==> src/rtl/dual_rail_lvl_link.sv <==
module dual_rail_lvl_link #(
  parameter int W = 8
) (
  input  logic         clk,
  input  logic         rst_n,
  input  logic         tx_valid,
  input  logic [W-1:0] tx_word,
  output logic         tx_ready,
  output logic [W-1:0] tx_dat,
  output logic [W-1:0] tx_phs,
  input  logic         ack_in,
  input  logic [W-1:0] rx_dat,
  input  logic [W-1:0] rx_phs,
  output logic         rx_ack,
  output logic         rx_valid,
  output logic [W-1:0] rx_word
);

  logic pending, ack_seen, exp_par;
  logic fire, token_ok;

  assign tx_ready = !pending;
  assign fire     = tx_valid && !pending;

  always_ff @(posedge clk or negedge rst_n) begin
    if (!rst_n) begin
      tx_dat   <= '0;
      tx_phs   <= '0;
      pending  <= 1'b0;
      ack_seen <= 1'b0;
    end else begin
      ack_seen <= ack_in;
      if (fire) begin
        tx_dat  <= tx_word;
        tx_phs  <= tx_phs ^ ~(tx_word ^ tx_dat);
        pending <= 1'b1;
      end else if (ack_in != ack_seen) begin
        pending <= 1'b0;
      end
    end
  end

  assign token_ok = ((rx_dat ^ rx_phs) == {W{exp_par}});

  always_ff @(posedge clk or negedge rst_n) begin
    if (!rst_n) begin
      exp_par  <= 1'b1;
      rx_ack   <= 1'b0;
      rx_valid <= 1'b0;
      rx_word  <= '0;
    end else begin
      rx_valid <= token_ok;
      if (token_ok) begin
        exp_par <= ~exp_par;
        rx_ack  <= ~rx_ack;
        rx_word <= rx_dat;
      end
    end
  end


  one_wire_per_bit_chk: assert property (@(posedge clk) disable iff (!rst_n)
    (tx_valid && tx_ready) |=>
      ((((tx_dat ^ $past(tx_dat)) ^ (tx_phs ^ $past(tx_phs))) == {W{1'b1}}) &&
       (((tx_dat ^ $past(tx_dat)) & (tx_phs ^ $past(tx_phs))) == '0)));


  value_wire_chk: assert property (@(posedge clk) disable iff (!rst_n)
    (tx_valid && tx_ready) |=> (tx_dat == $past(tx_word)));


  idle_rails_chk: assert property (@(posedge clk) disable iff (!rst_n)
    !(tx_valid && tx_ready) |=> ($stable(tx_dat) && $stable(tx_phs)));


  ack_toggle_chk: assert property (@(posedge clk) disable iff (!rst_n)
    rx_valid |-> (rx_ack != $past(rx_ack)));


  ack_steady_chk: assert property (@(posedge clk) disable iff (!rst_n)
    !rx_valid |-> $stable(rx_ack));


  capture_chk: assert property (@(posedge clk) disable iff (!rst_n)
    rx_valid |-> (rx_word == $past(rx_dat)));

endmodule

==> config.mk <==
export PLATFORM = sky130hd
export DESIGN_NAME = dual_rail_lvl_link
export DESIGN_NICKNAME = d
export VERILOG_FILES = /design/src/rtl/dual_rail_lvl_link.sv
export SDC_FILE = /design/constraint.sdc
export NUM_CORES = 1
export LEC_CHECK = 0
export ABC_AREA = 1
export BUFFER_PORTS_ARGS = -buffer_cell sky130_fd_sc_hd__buf_2
export CORE_MARGIN = 1
export CORE_UTILIZATION = 31
export CTS_CLUSTER_SIZE = 28
export DETAILED_ROUTE_END_ITERATION = 8
export PLACE_DENSITY_LB_ADDON = 0.12
export SLEW_MARGIN = 25
export SYNTH_ARGS = -nofsm -noshare
export SYNTH_HDL_FRONTEND = slang
export SYNTH_SLANG_ARGS = --single-unit
==> constraint.sdc <==
create_clock -name clk -period 2.9 [get_ports clk]
set_input_delay 0.58 -clock clk [delete_from_list [all_inputs] [get_ports clk]]
set_output_delay 0.58 -clock clk [all_outputs]
set_load 0.02 [all_outputs]
==> flow_summary_export.csv, run 1 <==
group,metric,value,unit
synth,synthesis.area,1480,um^2
grt,antenna_found_initial,0,
setup_path,cp_top_family,"simple AND/OR/NAND/NOR gates",
power,p_sw_frac,0.409,
setup_path,crit_top_cell,"nand2_1",
cells_and_area,final_cells,304,
cells_and_area,num-fill-cells,464,
synth,synthCells,192,
clock_tree,clk_pin_slew_worst_paths,0.06,ns
flow_run,max_cap_viol_count,0,
status,outcome,"complete, no violations",
route,drc,0,
synth,ys_seq_area_frac,0.492,
grt,grt_max_degree,30,
floorplan,initial_utilization,0.330,
sta,period_share,0.607,
synth,yosysWarnings,0,
min_path,hold_path_class,"in2async",
setup_path,cp.required,3.06,ns
place,io_buffers,54,
sta,finalMaxSlewViolations,0,
sta,setup_slack,1.14,ns
route,antenna_left,0,
place,place_hpwl,2300,um
route,routed_wirelength,3010,um
cells_and_area,diodes,0,
grt,grt_pass1_vias,1147,
power,power.leakage,1.10,nW
synth,ys_seq_elements,29,
sta,rsz0062_at_grt,"false",
power,intPower,0.000999,W
clock_tree,ctsHoldBuffers,0,
power,ir_worst_vdd,0.215,mV
route,dr.first_iter.drc_count,60,
sta,min_period,1.76,ns
clock_tree,postCtsResizedCells,0,
sta,setup_violations,0,
floorplan,num_rows,24,
setup_path,cp-end-kind,"flop",
floorplan,die-width,71.0,um
sta,worst_clock_skew,0.00309,ns
clock_tree,post_cts_buffers,0,
synth,syn_nets,220,
clock_tree,htree_levels,2,
route,viasPerCell,4.24,
clock_tree,root_buffer,"clkbuf_8",
setup_path,critPathLaunchType,"flop",
setup_path,path_max_fanout,11,
grt,grt_overflow,0,
cells_and_area,drive_gt1_frac,0.274,
power,powerDensity,900,nW/um^2
clock_tree,clock_latency,0.27,ns
synth,avgSynthCellArea,7.69,um^2
setup_path,max_stage_delay,0.60,ns
setup_path,path_class,"reg2reg",
sta,max_slew_margin,0.570,
floorplan,dieHeight,71.0,um
clock_tree,cts_tree,"built",
grt,grtUsageTotal,0.136,
setup_path,crit_path_cell_trace,"inv_2 -> nand3_2 -> nand2_1 -> nor2_2 -> nand3_2 -> nand2_1 -> nand2_1",
route,wl_per_cell,9.89,um
setup_path,cp_slowest_cell,"dfstp_2",
place,dpl_worst_slack,0.963,ns
place,dp_cells,296,
sta,finalHoldViolCount,0,
clock_tree,numCtsBuffers,5,
power,seq_power_share,0.405,
floorplan,ioPinCount,55,
place,gp_congestion,0.706,
setup_path,path_buf_inv,1,
setup_path,crit_arrival,1.92,ns
sta,tightest_slew,0.645,ns
synth,synth_cell_types,19,
route,dr.pass1.iters,8,
power,p_clk_frac,0.181,
floorplan,die_area,5040,um^2
route,vias,1290,
cells_and_area,final_nets,279,
clock_tree,clockBufferDepth,2,
grt,grt_pass1_wl,5240,um
sta,fin_tns_setup,0,ns
cells_and_area,area_growth,27.1,%
sta,whs,0.326,ns
clock_tree,cts_sinks,29,
power,p_sw,0.000690,W
sta,clock.fmax,568,MHz
power,combPwrFrac,0.414,
floorplan,coreArea,4470,um^2
[registers in the layout, indices dropped and copies added (netlist names)]
register / cells
ack_seen: 1
exp_par: 1
pending: 1
tx_phs: 8
rx_word: 8
rx_ack: 1
rx_valid: 1
tx_dat: 8
[per-stage QoR]
stage	utilization	power [W]	instance area, um^2
after floorplan	-	0.00116	1480
after global placement	0.402	0.00139	1800
after detailed placement	0.402	0.00140	1800
after CTS	0.419	0.00172	1880
after global routing	0.419	0.00182	1880
final	0.419	0.00169	1880
[cell families (layout without fill, tap and decap cells)]
kind of cell,after synthesis,in the layout,synth area share
buf+inv,28,88,0.0788
compound gates,10,10,0.0339
flops,29,29,0.492
xor+xnor,14,14,0.0831
simple gates,111,111,0.312
[Yosys cell counts (all sizes together)]
cell,number,area [um^2]
nand3,17,95.1
dfrtp,28,701
clkinv,1,3.75
dfstp,1,26.3
xor2,1,8.76
buf,2,18.8
xnor2,13,114
o21ai,7,35.0
nor2,3,21.3
a21oi,3,15.0
inv,24,90.1
clkbuf,1,3.75
nand2,91,344
[power by group through the flow]
stage / combinational [W] / sequential, W / clock (W)
2_1_floorplan: 0.000296 / 0.000862 / 0
3_3_place_gp: 0.000698 / 0.000694 / 0
3_5_place_dp: 0.000709 / 0.000693 / 0
4_1_cts: 0.000710 / 0.000688 / 0.000322
5_1_grt: 0.000778 / 0.000709 / 0.000337
6_report: 0.000699 / 0.000683 / 0.000306
[layout by cell type, fill, tap and decap left out, drive strengths merged]
cell type / count
buf: 55
xor2: 1
dfrtp: 28
nand2: 91
nor2: 3
a21oi: 3
clkbuf: 8
clkinv: 1
o21ai: 7
xnor2: 13
dfstp: 1
nand3: 17
inv: 24
[path summary, 6_finish.rpt]
path | start | end | slack, ns | cells after the start
min in group clk | ack_in | ack_seen | 0.44 | 1
min | rst_n | tx_phs[1] | 0.33 | 1
min reg2reg | tx_phs[1] | tx_phs[1] | 0.46 | 1
max | exp_par | rx_word[6] | 1.14 | 7
max reg2reg | exp_par | rx_word[6] | 1.14 | 7
max in group asynchronous | rst_n | rx_ack | 2.15 | 1
[area by class of cell]
| type | count | area [um^2] | area share |
|---|---|---|---|
| well taps | 52 | 65.1 | 0.0347 |
| multi-input cells | 135 | 633 | 0.337 |
| flip-flops and latches | 29 | 727 | 0.387 |
| inverters | 25 | 93.8 | 0.0500 |
| repair buffers | 55 | 278 | 0.148 |
| clock buffers | 8 | 80.1 | 0.0427 |
[per-layer routing]
metal	part of all wire	routed length, um	up-vias	track usage
met5	0	0	-	0
met4	0.014	41	0	0.0733
met3	0.050	150	4	0.0427
met2	0.43	1290	41	0.209
met1	0.51	1530	551	0.169
li1	-	-	694	-
(Power assumes the default switching activity.)
==> run 2: changes to the inputs <==
Clock period 2.9 ns to 1.7 ns, I/O delays scaled along.
==> run 2 against run 1 <==
Against the previous run: the run now ends with DRC left; non-clock buffer count grew 1; clock skew is essentially flat; critical path depth is the same; largest power group unchanged.
==> flow_summary_export.csv, run 2 (synthesis results as in run 1) <==
group,metric,value,unit
power,p_clk_frac,0.205,
floorplan,die_area,5040,um^2
status,violations,"DRC",
clock_tree,root_buffer,"clkbuf_8",
clock_tree,ctsHoldBuffers,0,
power,p_sw_frac,0.399,
clock_tree,clock_latency,0.27,ns
sta,worst_clock_skew,0.00301,ns
setup_path,path_max_fanout,11,
route,routed_wirelength,3030,um
setup_path,max_stage_delay,0.58,ns
cells_and_area,final_nets,280,
sta,rsz0062_at_grt,"false",
place,io_buffers,54,
sta,finalHoldViolCount,0,
clock_tree,cts_tree,"built",
power,combPwrFrac,0.405,
setup_path,crit_path_cell_trace,"inv_2 -> nand3_1 -> nand2_1 -> nor2_1 -> nand3_2 -> nand2_1 -> nand2_1",
cells_and_area,final_common_cell,"nand2_1",
place,gp_congestion,0.818,
status,outcome,"finished, violations left",
sta,finalMaxSlewViolations,0,
cells_and_area,reg_top3,"rx_word (8), tx_dat (8), tx_phs (8)",
cells_and_area,num-fill-cells,487,
sta,setup_violations,0,
power,seq_power_share,0.390,
route,viasPerCell,4.25,
sta,fin_tns_setup,0,ns
setup_path,crit_top_cell,"nand2_1",
setup_path,cp_top_family,"simple AND/OR/NAND/NOR gates",
setup_path,critPathLaunchType,"flop",
grt,grt_pass1_vias,1160,
clock_tree,cts_sinks,29,
flow_run,max_cap_viol_count,0,
clock_tree,clockBufferDepth,2,
min_path,hold_path_class,"in2async",
grt,antenna_found_initial,0,
floorplan,initial_utilization,0.330,
sta,min_period,1.42,ns
route,dr.pass1.iters,8,
cells_and_area,finish.utilization,0.426,
grt,grt_pass1_wl,5250,um
floorplan,ioPinCount,55,
floorplan,dieHeight,71.0,um
floorplan,die-width,71.0,um
setup_path,path_buf_inv,1,
clock_tree,post_cts_buffers,0,
setup_path,cp_slowest_cell,"dfstp_2",
route,dr.first_iter.drc_count,60,
sta,period_share,0.834,
floorplan,num_rows,24,
cells_and_area,diodes,0,
clock_tree,postCtsResizedCells,0,
cells_and_area,final_cells,305,
cells_and_area,final_cell_mix,"nand2_1, buf_2, dfrtp_1",
cells_and_area,area_growth,29.1,%
sta,whs,0.0759,ns
grt,grtUsageTotal,0.134,
floorplan,coreArea,4470,um^2
place,dp_cells,297,
clock_tree,htree_levels,2,
route,antenna_left,0,
power,p_sw,0.00118,W
power,ir_worst_vdd,0.463,mV
sta,max_slew_margin,0.588,
setup_path,cp.required,1.86,ns
cells_and_area,drive_gt1_frac,0.289,
setup_path,path_class,"reg2reg",
route,wl_per_cell,9.92,um
place,place_hpwl,2350,um
power,intPower,0.00179,W
clock_tree,numCtsBuffers,5,
grt,grt_max_degree,30,
route,drc,7,
setup_path,crit_arrival,1.58,ns
power,powerDensity,1560,nW/um^2
sta,clock.fmax,705,MHz
clock_tree,clk_pin_slew_worst_paths,0.06,ns
sta,tightest_slew,0.618,ns
power,total_power,0.00297,W
power,power.leakage,1.12,nW
setup_path,cp-end-kind,"flop",
route,vias,1296,
grt,grt_overflow,0,
run 2: path summary, 6_finish.rpt:
path	from	end	slack, ns	cells past startpoint
min in group clk	ack_in	ack_seen	0.20	1
worst max-delay path	exp_par	rx_word[2]	0.28	7
worst max register to register	exp_par	rx_word[2]	0.28	7
max in group asynchronous	rst_n	rx_word[2]	1.21	1
worst min-delay path	rst_n	tx_phs[1]	0.08	1
worst min register to register	tx_phs[5]	tx_phs[5]	0.46	1
run 2: stage by stage:
step	cell area [um^2]	setup WS (ns)
floorplan	1480	0.415
global placement	1800	0.284
detailed placement	1800	0.275
CTS	1910	0.265
global route	1910	0.129
finish	1910	0.282
run 2: worst reg2reg max path: stages, from the launching register on:
cell and delay (ns):
dfstp_2 0.58, inv_2 0.08, nand3_1 0.09, nand2_1 0.06, nor2_1 0.13, nand3_2 0.21, nand2_1 0.11, nand2_1 0.05
run 2: routing by layer:
metal / share of wire / wire length (um) / vias up / global-route usage
met5: 0 / 0 / - / 0
met4: 0.022 / 67 / 0 / 0.0822
met3: 0.054 / 164 / 5 / 0.0342
met2: 0.44 / 1330 / 41 / 0.207
met1: 0.48 / 1460 / 550 / 0.170
li1: - / - / 700 / -
run 2: power groups by stage:
stage	combinational, W	sequential [W]	clock (W)
after floorplan	0.000504	0.00147	0
after global placement	0.00121	0.00117	0
after detailed placement	0.00122	0.00117	0
after CTS	0.00122	0.00116	0.000641
after global routing	0.00134	0.00120	0.000665
final	0.00120	0.00116	0.000610
run 2: layout make-up:
type,count,area (um^2),area share
Tap cell,52,65.1,0.0341
Timing Repair Buffer,56,285,0.150
Clock inverter,1,5.00,0.00263
Inverter,25,93.8,0.0492
Sequential cell,29,727,0.381
Clock buffer,7,96.3,0.0506
Multi-Input combinational cell,135,633,0.332
==> run 3: changes to the inputs <==
Settings changed: ABC_AREA 1 to 0.
Clock period 1.7 ns to 1.2 ns, I/O delays scaled along.
==> run 3 against run 2 <==
Against the previous run: the flow finishes with violations (setup timing); global-route usage is 0.45 points higher; total power increased by 45%; synthesized area is 11% lower; critical endpoint is now rx_word[6].
==> flow_summary_export.csv, run 3 <==
group,metric,value,unit
floorplan,ioPinCount,55,
setup_path,cp.required,1.36,ns
sta,rsz0062_at_grt,"true",
synth,synth_edf_count,0,
cells_and_area,drive_gt1_frac,0.610,
flow_run,max_cap_viol_count,0,
setup_path,cp-end-kind,"flop",
sta,worst_clock_skew,0.00688,ns
floorplan,coreArea,4060,um^2
route,wl_per_cell,12.7,um
floorplan,num_rows,23,
clock_tree,cts_sinks,29,
sta,tightest_slew,0.346,ns
synth,synth_ff_type,"dfrtp_1",
sta,max_slew_margin,0.769,
place,io_buffers,54,
cells_and_area,reg_top3,"rx_word (8), tx_dat (8), tx_phs (8)",
sta,clock.fmax,603,MHz
cells_and_area,num-fill-cells,382,
sta,fin_tns_setup,-4.37,ns
clock_tree,cts_tree,"built",
setup_path,critPathLaunchType,"flop",
place,gp_congestion,0.728,
synth,synthesis.area,1320,um^2
floorplan,die_area,4520,um^2
synth,avgSynthCellArea,13.9,um^2
setup_path,path_class,"reg2reg",
sta,period_share,1.38,
status,violations,"setup timing",
floorplan,initial_utilization,0.325,
route,routed_wirelength,2870,um
synth,synth.most_common_cell,"dfrtp_1",
sta,min_period,1.66,ns
setup_path,crit_arrival,1.81,ns
grt,grt_pass1_wl,4450,um
grt,grt_max_degree,17,
grt,grtUsageTotal,0.139,
synth,async_flop_share,1.00,
synth,yosysWarnings,0,
cells_and_area,final_cell_mix,"buf_2, dfrtp_1, xnor2_1",
cells_and_area,diodes,0,
synth,yosys-top-cells-area,"dfrtp_1, xnor2_1, mux2_2",
grt,antenna_found_initial,0,
cells_and_area,seq_area,727,um^2
cells_and_area,final_nets,204,
floorplan,dieHeight,67.3,um
synth,synth_top_area_frac,0.531,
route,vias,974,
power,ir_worst_vdd,0.992,mV
synth,ys_seq_area_frac,0.551,
sta,finalHoldViolCount,0,
route,antenna_left,0,
floorplan,die-width,67.3,um
synth,syn_nets,123,
clock_tree,clock_latency,0.28,ns
clock_tree,htree_levels,2,
synth,synthCells,95,
synth,synth_common_cells,"dfrtp_1, xnor2_1, mux2_2",
clock_tree,clockBufferDepth,2,
synth,ys_seq_elements,29,
place,place_hpwl,2090,um
cells_and_area,multi_input_area,627,um^2
synth,synth_top_cell_by_area,"dfrtp_1",
route,viasPerCell,4.29,
power,powerDensity,2150,nW/um^2
route,drc,0,
route,dr.first_iter.drc_count,21,
cells_and_area,area_growth,52.1,%
clock_tree,numCtsBuffers,5,
clock_tree,clk_pin_slew_worst_paths,0.06,ns
setup_path,path_max_fanout,5,
min_path,hold_path_class,"in2reg",
sta,finalMaxSlewViolations,0,
grt,grt_overflow,0,
route,dr.pass1.iters,3,
grt,grt_pass1_vias,975,
cells_and_area,final_common_cell,"buf_2",
sta,setup_violations,12,
status,outcome,"finished, violations left",
power,power.leakage,0.994,nW
sta,setup_slack,-0.459,ns
clock_tree,root_buffer,"clkbuf_8",
power,total_power,0.00432,W
synth,synth_cell_types,18,
run 3: changes by cell type in the layout (fill, tap and decap cells not counted), sizes merged, moves of 2 or more:
cell and change:
nand2 -83, inv -23, buf +20, mux2 +17
nand3 -15, xnor2 +8, o21ai -7, xor2 +5
a21oi -2
run 3: cell families after synthesis:
family / synth area share
multiplexers: 0.165
buffers and inverters: 0.0199
XOR/XNOR: 0.179
AND/OR/NAND/NOR: 0.0550
flip-flops: 0.551
AO/OA/AOI/OAI: 0.0303
run 3: path summary, 6_finish.rpt:
path                         endpoint  slack (ns)       from  cells after the start
hold reg to reg             tx_phs[6]        0.47  tx_phs[6]                      1
min in group asynchronous   tx_phs[4]        0.40      rst_n                      2
setup reg to reg           rx_word[6]       -0.46    exp_par                      4
hold / removal               ack_seen        0.11     ack_in                      1
setup / recovery           rx_word[6]       -0.46    exp_par                      4
max in group asynchronous   tx_phs[0]        0.40      rst_n                      3
run 3: per-layer routing:
metal / vias up / global-route usage / routed length, um
met3: 7 / 0.0422 / 150
met5: - / 0 / 0
li1: 472 / - / -
met1: 467 / 0.171 / 1240
met4: 0 / 0.0718 / 35
met2: 28 / 0.218 / 1440
run 3: cell type report:
cell class,count,area share
Clock buffer,7,0.0480
Clock inverter,1,0.00249
Inverter,1,0.00187
Multi-Input combinational cell,62,0.312
Sequential cell,29,0.362
Tap cell,50,0.0312
Timing Repair Buffer,77,0.242
run 3: critical path, cell delays in order (launching register included):
cell       delay (ns)
dfstp_2          0.56
nand3_2          0.10
a2111oi_4        0.35
buf_4            0.23
mux2_4           0.30
run 3: repair_timing:
action | 4_1_cts | 5_1_grt
hold buffers | 1 | 0
gates cloned | 1 | 0
setup endpoints to repair | 20 | 20
hold endpoints to repair | 12 | 0
buffers inserted | 5 | 2
pin swaps | 2 | 0
resized for setup | 12 | 8
run 3: metrics by stage:
step                hold slack, ns  setup slack (ns)  utilization  cells  instance area (um^2)
CTS                         0.0999            -0.469        0.486    226                  1970
detailed placement           0.171            -0.698        0.438    211                  1780
global route                0.0960            -0.542        0.495    227                  2010
floorplan                  -0.0556            -0.456            -     95                  1360
global placement             0.166            -0.662        0.438    211                  1780
finish                       0.107            -0.459        0.495    227                  2010
run 3: power breakdown:
| group | internal, W | switching, W |
|---|---|---|
| logic | 0.000903 | 0.000892 |
| clock network | 0.000517 | 0.000352 |
| registers | 0.00137 | 0.000278 |
| total | 0.00279 | 0.00152 |
